## config.mk

```make
export PLATFORM = sky130hd
export DESIGN_NAME = tmr64_event_timer
export DESIGN_NICKNAME = d
export VERILOG_FILES = /design/src/rtl/tmr_pkg.sv /design/src/rtl/tmr_count.sv /design/src/rtl/tmr_irq.sv /design/src/rtl/tmr_regs.sv /design/src/rtl/tmr64_event_timer.sv
export SDC_FILE = /design/constraint.sdc
export NUM_CORES = 1
export LEC_CHECK = 0
export CORE_MARGIN = 4
export CORE_UTILIZATION = 30
export CTS_BUF_LIST = sky130_fd_sc_hd__clkbuf_4 sky130_fd_sc_hd__clkbuf_8
export DETAILED_ROUTE_END_ITERATION = 16
export HOLD_SLACK_MARGIN = 0.1
export PLACE_DENSITY = 0.59
export SKIP_CTS_REPAIR_TIMING = 1
export SLEW_MARGIN = 25
export SYNTH_ARGS = -nofsm -noshare
export SYNTH_HDL_FRONTEND = slang
export SYNTH_SLANG_ARGS = --single-unit
```

## constraint.sdc

```tcl
create_clock -name clk_i -period 4.1 [get_ports clk_i]
set_input_delay 0.615 -clock clk_i [delete_from_list [all_inputs] [get_ports clk_i]]
set_output_delay 0.615 -clock clk_i [all_outputs]
set_load 0.02 [all_outputs]
```

## src/rtl/tmr_pkg.sv

```systemverilog
package tmr_pkg;
  localparam int ADDR_W = 8;
  localparam logic [ADDR_W-1:0] OFS_CNT_LO = 8'h10;
  localparam logic [ADDR_W-1:0] OFS_CNT_HI = 8'h14;
  localparam logic [ADDR_W-1:0] OFS_PRD_LO = 8'h18;
  localparam logic [ADDR_W-1:0] OFS_PRD_HI = 8'h1C;
  localparam logic [ADDR_W-1:0] OFS_CTRL   = 8'h20;
  localparam logic [ADDR_W-1:0] OFS_GCTL   = 8'h24;
  localparam logic [ADDR_W-1:0] OFS_ICS    = 8'h44;

  typedef enum logic [1:0] {
    MODE_OFF  = 2'b00,
    MODE_ONCE = 2'b01,
    MODE_LOOP = 2'b10,
    MODE_RSVD = 2'b11
  } mode_e;
endpackage

```

## src/rtl/tmr_count.sv

```systemverilog
module tmr_count #(
  parameter int DATA_W = 32,
  localparam int CNT_W = 2 * DATA_W
) (
  input  logic             clk_i,
  input  logic             rst_ni,
  input  logic             rel_i,
  input  logic             run_i,
  input  logic             loop_i,
  input  logic             wr_lo_i,
  input  logic             wr_hi_i,
  input  logic [DATA_W-1:0] wdata_i,
  input  logic [CNT_W-1:0] prd_i,
  output logic [CNT_W-1:0] cnt_o,
  output logic             match_o
);
  logic [CNT_W-1:0] cnt_q, cnt_d;

  assign match_o = run_i && (cnt_q == prd_i);
  assign cnt_o   = cnt_q;

  always_comb begin
    cnt_d = cnt_q;
    if (!rel_i) begin
      cnt_d = '0;
    end else if (wr_lo_i || wr_hi_i) begin
      if (wr_lo_i) cnt_d[DATA_W-1:0]     = wdata_i;
      if (wr_hi_i) cnt_d[CNT_W-1:DATA_W] = wdata_i;
    end else if (match_o) begin
      if (loop_i) cnt_d = '0;   // one-shot holds at the match value
    end else if (run_i) begin
      cnt_d = cnt_q + 1'b1;
    end
  end

  always_ff @(posedge clk_i or negedge rst_ni) begin
    if (!rst_ni) cnt_q <= '0;
    else         cnt_q <= cnt_d;
  end

  p_inc_r4: assert property (@(posedge clk_i) disable iff (!rst_ni)
    rel_i && run_i && !match_o && !wr_lo_i && !wr_hi_i |=> cnt_o == $past(cnt_o) + 1'b1);
  p_hold_r3: assert property (@(posedge clk_i) disable iff (!rst_ni)
    !rel_i |=> cnt_o == '0);
  p_wrap_r5: assert property (@(posedge clk_i) disable iff (!rst_ni)
    rel_i && match_o && loop_i && !wr_lo_i && !wr_hi_i |=> cnt_o == '0);
  p_idle_r9: assert property (@(posedge clk_i) disable iff (!rst_ni)
    rel_i && !run_i && !wr_lo_i && !wr_hi_i |=> $stable(cnt_o));
endmodule

```

## src/rtl/tmr_irq.sv

```systemverilog
module tmr_irq (
  input  logic clk_i,
  input  logic rst_ni,
  input  logic match_i,
  input  logic ien_i,
  input  logic clr_i,
  output logic status_o,
  output logic irq_o
);
  logic status_q, irq_q;

  always_ff @(posedge clk_i or negedge rst_ni) begin
    if (!rst_ni) begin
      status_q <= 1'b0;
      irq_q    <= 1'b0;
    end else begin
      irq_q <= match_i && ien_i;
      if (match_i)    status_q <= 1'b1;   // a new match wins over a clear
      else if (clr_i) status_q <= 1'b0;
    end
  end

  assign status_o = status_q;
  assign irq_o    = irq_q;

  p_irq_sets_status_r7: assert property (@(posedge clk_i) disable iff (!rst_ni)
    irq_o |-> status_o);
  p_irq_masked_r7: assert property (@(posedge clk_i) disable iff (!rst_ni)
    !ien_i |=> !irq_o);
  p_status_set_r8: assert property (@(posedge clk_i) disable iff (!rst_ni)
    match_i |=> status_o);
  p_status_keep_r8: assert property (@(posedge clk_i) disable iff (!rst_ni)
    status_o && !clr_i |=> status_o);
endmodule

```

## src/rtl/tmr_regs.sv

```systemverilog
module tmr_regs
  import tmr_pkg::*;
#(
  parameter int DATA_W = 32,
  localparam int CNT_W = 2 * DATA_W
) (
  input  logic              clk_i,
  input  logic              rst_ni,
  input  logic [ADDR_W-1:0] addr_i,
  input  logic              we_i,
  input  logic [DATA_W-1:0] wdata_i,
  input  logic [CNT_W-1:0]  cnt_i,
  input  logic              match_i,
  input  logic              status_i,
  output logic [CNT_W-1:0]  prd_o,
  output logic              rel_o,
  output logic              run_o,
  output logic              loop_o,
  output logic              cnt_wr_lo_o,
  output logic              cnt_wr_hi_o,
  output logic              ien_o,
  output logic              clr_o,
  output logic [DATA_W-1:0] rdata_o
);
  logic [CNT_W-1:0] prd_q;
  mode_e            mode_q;
  logic [1:0]       gctl_q;
  logic             ien_q;
  logic             wr_ctrl;

  assign wr_ctrl     = we_i && (addr_i == OFS_CTRL);
  assign cnt_wr_lo_o = we_i && (addr_i == OFS_CNT_LO);
  assign cnt_wr_hi_o = we_i && (addr_i == OFS_CNT_HI);
  assign clr_o       = we_i && (addr_i == OFS_ICS) && wdata_i[1];

  always_ff @(posedge clk_i or negedge rst_ni) begin
    if (!rst_ni) begin
      prd_q  <= '0;
      mode_q <= MODE_OFF;
      gctl_q <= '0;
      ien_q  <= 1'b0;
    end else begin
      if (we_i && addr_i == OFS_PRD_LO) prd_q[DATA_W-1:0]     <= wdata_i;
      if (we_i && addr_i == OFS_PRD_HI) prd_q[CNT_W-1:DATA_W] <= wdata_i;
      if (we_i && addr_i == OFS_GCTL)   gctl_q <= wdata_i[1:0];
      if (we_i && addr_i == OFS_ICS)    ien_q  <= wdata_i[0];
      if (wr_ctrl)                              mode_q <= mode_e'(wdata_i[7:6]);
      else if (match_i && mode_q == MODE_ONCE)  mode_q <= MODE_OFF;
    end
  end

  assign prd_o  = prd_q;
  assign rel_o  = &gctl_q;
  assign run_o  = rel_o && (mode_q == MODE_ONCE || mode_q == MODE_LOOP);
  assign loop_o = (mode_q == MODE_LOOP);
  assign ien_o  = ien_q;

  always_comb begin
    rdata_o = '0;
    unique case (addr_i)
      OFS_CNT_LO: rdata_o = cnt_i[DATA_W-1:0];
      OFS_CNT_HI: rdata_o = cnt_i[CNT_W-1:DATA_W];
      OFS_PRD_LO: rdata_o = prd_q[DATA_W-1:0];
      OFS_PRD_HI: rdata_o = prd_q[CNT_W-1:DATA_W];
      OFS_CTRL:   rdata_o[7:6] = mode_q;
      OFS_GCTL:   rdata_o[1:0] = gctl_q;
      OFS_ICS:    rdata_o[1:0] = {status_i, ien_q};
      default:    rdata_o = '0;
    endcase
  end

  p_once_stop_r6: assert property (@(posedge clk_i) disable iff (!rst_ni)
    match_i && mode_q == MODE_ONCE && !wr_ctrl |=> mode_q == MODE_OFF);
  p_match_needs_run_r4: assert property (@(posedge clk_i) disable iff (!rst_ni)
    match_i |-> rel_o);
endmodule

```

## src/rtl/tmr64_event_timer.sv

```systemverilog
module tmr64_event_timer
  import tmr_pkg::*;
#(
  parameter int DATA_W = 32,
  localparam int CNT_W = 2 * DATA_W
) (
  input  logic              clk_i,
  input  logic              rst_ni,
  input  logic [ADDR_W-1:0] addr_i,
  input  logic              we_i,
  input  logic [DATA_W-1:0] wdata_i,
  output logic [DATA_W-1:0] rdata_o,
  output logic              irq_o
);
  logic [CNT_W-1:0] cnt, prd;
  logic rel, run, loop, wr_lo, wr_hi, ien, clr, match, status;

  tmr_regs #(.DATA_W(DATA_W)) u_regs (
    .clk_i, .rst_ni, .addr_i, .we_i, .wdata_i,
    .cnt_i(cnt), .match_i(match), .status_i(status),
    .prd_o(prd), .rel_o(rel), .run_o(run), .loop_o(loop),
    .cnt_wr_lo_o(wr_lo), .cnt_wr_hi_o(wr_hi), .ien_o(ien), .clr_o(clr),
    .rdata_o
  );

  tmr_count #(.DATA_W(DATA_W)) u_count (
    .clk_i, .rst_ni, .rel_i(rel), .run_i(run), .loop_i(loop),
    .wr_lo_i(wr_lo), .wr_hi_i(wr_hi), .wdata_i, .prd_i(prd),
    .cnt_o(cnt), .match_o(match)
  );

  tmr_irq u_irq (
    .clk_i, .rst_ni, .match_i(match), .ien_i(ien), .clr_i(clr),
    .status_o(status), .irq_o
  );

  p_irq_pulse_r7: assert property (@(posedge clk_i) disable iff (!rst_ni)
    irq_o && !$past(match) |-> 1'b0);
endmodule

```

# Word-level counts from Yosys, hierarchy flattened
# Cells that the tools add are included.
[totals]
wordCells = 58
input_bits = 43
reg_bits = 135
out_inout_bits = 33
[op_classes]
n_addsub = 1
n_mux = 15
n_eq_ne = 14
reduce_logical = 19
[op_table]
columns = ["cell", "n"]
rows = [
  ["$mux 64", 5],
  ["$pmux 24 s4", 1],
  ["$add 64x1->64 const B", 1],
  ["$eq 64x64->1", 1],
  ["$mux 32", 2],
  ["$eq 8x5->1 const B", 4],
  ["$eq 8x6->1 const B", 2],
  ["$pmux 4 s4", 1],
  ["$logic_and 1x1->1", 12],
  ["$pmux 2 s6", 1],
  ["$pmux 2 s5", 1],
  ["$eq 8x7->1 const B", 1],
  ["$ne 3x3->1 const B", 2],
  ["$reduce_and 3->1", 2],
  ["$mux 2", 2],
  ["$ne 4x3->1 const B", 1],
  ["$ne 4x4->1 const B", 1],
  ["$reduce_bool 2->1", 2],
  ["$eq 2x1->1 const B", 1],
  ["$eq 2x2->1 const B", 1],
  ["$logic_or 1x1->1", 2],
  ["$mux 1", 2],
  ["$reduce_and 2->1", 1],
]

# Depth between registers and ports, before layout
[logic_depth]
word_depth = 7
mapped_depth = 11
depth_no_buf = 9

# Modules after synthesis
# From an unflattened synthesis, not the netlist that was laid out.
[hier_totals]
hier_cells = 1032
hier_area_um2 = 9218.8
[modules_own_cells]
columns = ["mod", "cells_per_inst", "seq_area_each_um2", "area_per_inst_um2", "instances"]
rows = [
  ["tmr_count", 730, 1601.5, 5507.8, 1],
  ["tmr_regs", 297, 1726.7, 3643.5, 1],
  ["tmr_irq", 5, 50.0, 67.6, 1],
]

# Least setup slack after synthesis
# Ideal clock, no wire load.
[synth_path]
path_type = "input to output"
from = "input port addr_i[2]"
to = "output port rdata_o[1]"
n_path_buf = 3
t_required_ps = 3485
arrival_time_ps = 2583
slack_ps = 902
stages = 6
path_cell_list = "clkbuf_1 > clkbuf_1 > clkbuf_1 > mux4_2 > a22oi_1 > nand2_1"
[synth_between]
elab_chain_cells = 2
[synth_lines]
columns = ["element", "line", "source"]
rows = [
  ["start, declared", "tmr64_event_timer.sv:9", "input logic [ADDR_W-1:0] addr_i,"],
  ["$eq 8x7->1 (tied with other cells)", "tmr_regs.sv:60", "unique case (addr_i)"],
  ["$pmux 2 s6 *", "tmr_regs.sv:60", ""],
  ["end, declared", "tmr64_event_timer.sv:12", "output logic [DATA_W-1:0] rdata_o,"],
]
# Mark *: on every way between the ends. The rest lies on a longest branch, timed or not.

# Final worst setup path
[layout_path]
from = "input port addr_i[7]"
to = "output port rdata_o[1]"
# The elaborated chain is that of the path after synthesis.

==> key figures <==
Timing
  – Fin. max-slew vios: 0
  – Final period util: 0.8483
  – Hold Vio Cnt, Final: 0
  – Worst hold slack: 0.1178 ns
  – Maximum clock rate: 0.2875 GHz
  – Setup Viol. Count Final: 0
  – Minimum clock period: 3.478 ns
  – Skew final: 0.01663 ns
  – RSZ-0062 raised after global routing: false
  – Actual slew at the worst max-slew pin: 0.7298 ns
  – Slew HR: 0.5083
  – TNS Setup: 0 ns

Setup path
  – Arrival @ worst endpoint: 2.86 ns
  – WS Path Type: primary input to primary output
  – Crit path max fanout: 4
  – Worst setup EP type: primary output
  – Type of origin of the critical path: primary input
  – Req. time, crit path: 3.48 ns

Pwr
  – Pwr/cell area: 257.4 mW/mm2
  – LEAKAGE: 0.004691 uW
  – Peak VDD IR: 0.0001450 V
  – Tot Pwr: 2812 uW

Routing
  – Drt pass-1 iters: 5
  – Final ANT Viol Nets: 0
  – Via count: 8698
  – Wire per inst: 24.68 um
  – Via density: 5.937
  – First DRT Iteration DRCs: 728
  – WL final: 36160 um
  – DRC violations left: 0

GRT
  – Largest net degree at the start of global routing: 74
  – Grt met3 use: 0.03443
  – Grt peak-use layer: met2
  – Met2 Use GR: 0.3477
  – Vias in the first global route: 8511
  – All-layer global routing usage: 0.2147
  – Grt ovf: 0
  – First-pass GRT wire length: 55040 um
  – Initial antenna violation count: 0
  – Grt met1 use: 0.3059

Synth
  – Mapped Nets: 1048
  – Avg Cell Area, Syn: 9.219 um2
  – Mapped cell area: 0.009238 mm2
  – Primary FF master, synth: dfrtp_1
  – Post-synth cell types: 58
  – Sequential area share after synthesis: 0.3657
  – FF+latch count, synth: 135
  – Yosys Warn Count: 0
  – Cells after synthesis: 1002
  – Async SR Flop Fraction: 1.000
  – EDFF count, synth: 0

Job
  – Max Cap Violations: 0

Clocking
  – Root buffer cell: clkbuf_8
  – Clk buf depth: 2
  – Clk sink count: 135
  – Inserted Clock Buffers: 17
  – TritonCTS clock tree: yes
  – Worst-Skew Late Latency: 0.47 ns
  – CTS H-tree lvls: 4
  – Clk pin slew, worst setup/hold paths: 0.09 ns

Placed design
  – Detailed Place HPWL: 26790 um
  – DP Area: 0.01055 mm2
  – # port buffers: 75
  – RePlAce Congestion: 1.019

Floorplanning
  – I/O pin cnt: 76
  – Floorplan Core Area: 0.03003 mm2
  – Die Y: 183.5 um
  – Die Footprint: 0.03366 mm2
  – Starting Density: 0.3076
  – Width of the die: 183.5 um
  – Standard-cell rows: 63

Final layout
  – Filler instances: 3031
  – Ant diodes: 0
  – Share of post-route cells with drive strength above 1: 0.1712
  – Most frequent cells in the layout: 135 x dfrtp_1, 83 x o21ai_0, 72 x clkdlybuf4s50_1
  – Layout Nets: 1108
  – Commonest non-fill, non-tap cell in the layout: dfrtp_1
  – Post-route cell area: 0.01093 mm2
  – Area Overhead vs Synth: 18.27%

Hold path
  – Worst hold path class: primary input to async pin

Status
  – Outcome: completed
## power by group
group          internal, uW  switching (uW)  leakage (uW)
sequential             1360            37.6       0.00186
clock                   497             617      0.000174
combinational           131             165       0.00266
## stage by stage
stage	std cells	setup slack, ns	util
final	1465	0.6220	0.3638
after global routing	1465	0.4280	0.3638
after CTS	1465	0.5937	0.3638
after detailed placement	1433	0.6090	0.3514
after global placement	1433	0.6468	0.3514
after floorplan	1002	0.9019	-
## final timing paths
| path | cells past startpoint | slack (ns) | start | to |
|---|---|---|---|---|
| max in group asynchronous | 2 | 3.13 | rst_ni | u_count.cnt_o[57] |
| min in group clk_i | 2 | 0.50 | u_irq.status_o | u_irq.status_o |
| min reg2reg | 2 | 0.50 | u_irq.status_o | u_irq.status_o |
| max | 8 | 0.62 | addr_i[7] | rdata_o[1] |
| max reg2reg | 8 | 0.72 | u_count.cnt_o[0] | u_count.cnt_o[36] |
| min | 1 | 0.12 | rst_ni | u_regs.prd_o[11] |
## routing by layer
metal | routed length [um] | share of wire
met1 | 15680 | 0.43
met5 | 0 | 0
met4 | 501 | 0.014
met3 | 2640 | 0.073
met2 | 17340 | 0.48
## flip-flops by register name, summed over array words and instances (netlist names)
name / count
u_count.cnt_o: 64
u_irq.irq_o: 1
u_irq.status_o: 1
u_regs.gctl_q: 2
u_regs.ien_o: 1
u_regs.mode_q: 2
u_regs.prd_o: 64
## synth_stat cells, types with 10 or more instances
cell / n / area (um2)
o21ai_0: 83 / 415.4
nor3b_1: 15 / 112.6
o31ai_1: 44 / 330.3
nand4_1: 22 / 137.6
buf_2: 10 / 50.05
and2_1: 34 / 212.7
mux2_2: 65 / 732.0
a31oi_1: 17 / 106.4
clkbuf_1: 55 / 206.5
inv_1: 30 / 112.6
a21oi_1: 28 / 140.1
mux4_2: 32 / 720.7
nand2_1: 60 / 225.2
and3_1: 18 / 112.6
nor4_1: 31 / 193.9
nor2_1: 70 / 262.8
nor2b_1: 19 / 118.9
dfrtp_1: 135 / 3378
nand3_1: 37 / 185.2
nor3_1: 57 / 285.3
xor2_1: 50 / 437.9
## final cells by class
cell class	instances	area (um2)	share of cell area
Tap cell	390	488.0	0.04466
Sequential cell	135	3378	0.3092
Multi-Input combinational cell	764	5477	0.5013
Inverter	30	112.6	0.01031
Timing Repair Buffer	114	1097	0.1004
Clock inverter	14	125.1	0.01145
Clock buffer	18	247.7	0.02268
## logic make-up after synthesis
family                     after synthesis  share of synthesized area
and+or+nand+nor                        387                     0.2217
AOI/OAI and AO/OA                      225                     0.1571
DFF                                    135                     0.3657
buffers and inverters                  103                    0.04470
muxes                                   98                     0.1583
xor gates and xnor gates                51                    0.04835
adders and majority gates                3                   0.004064
## worst max-delay path, cell delays in order
cell,delay [ns]
clkdlybuf4s50_1,0.40
nor3_1,0.22
nand2_1,0.09
or2_2,0.30
nor3b_1,0.39
a22oi_1,0.16
nand2_1,0.09
clkdlybuf4s50_1,0.60
Note: power is estimated with default switching activity, not from simulation.
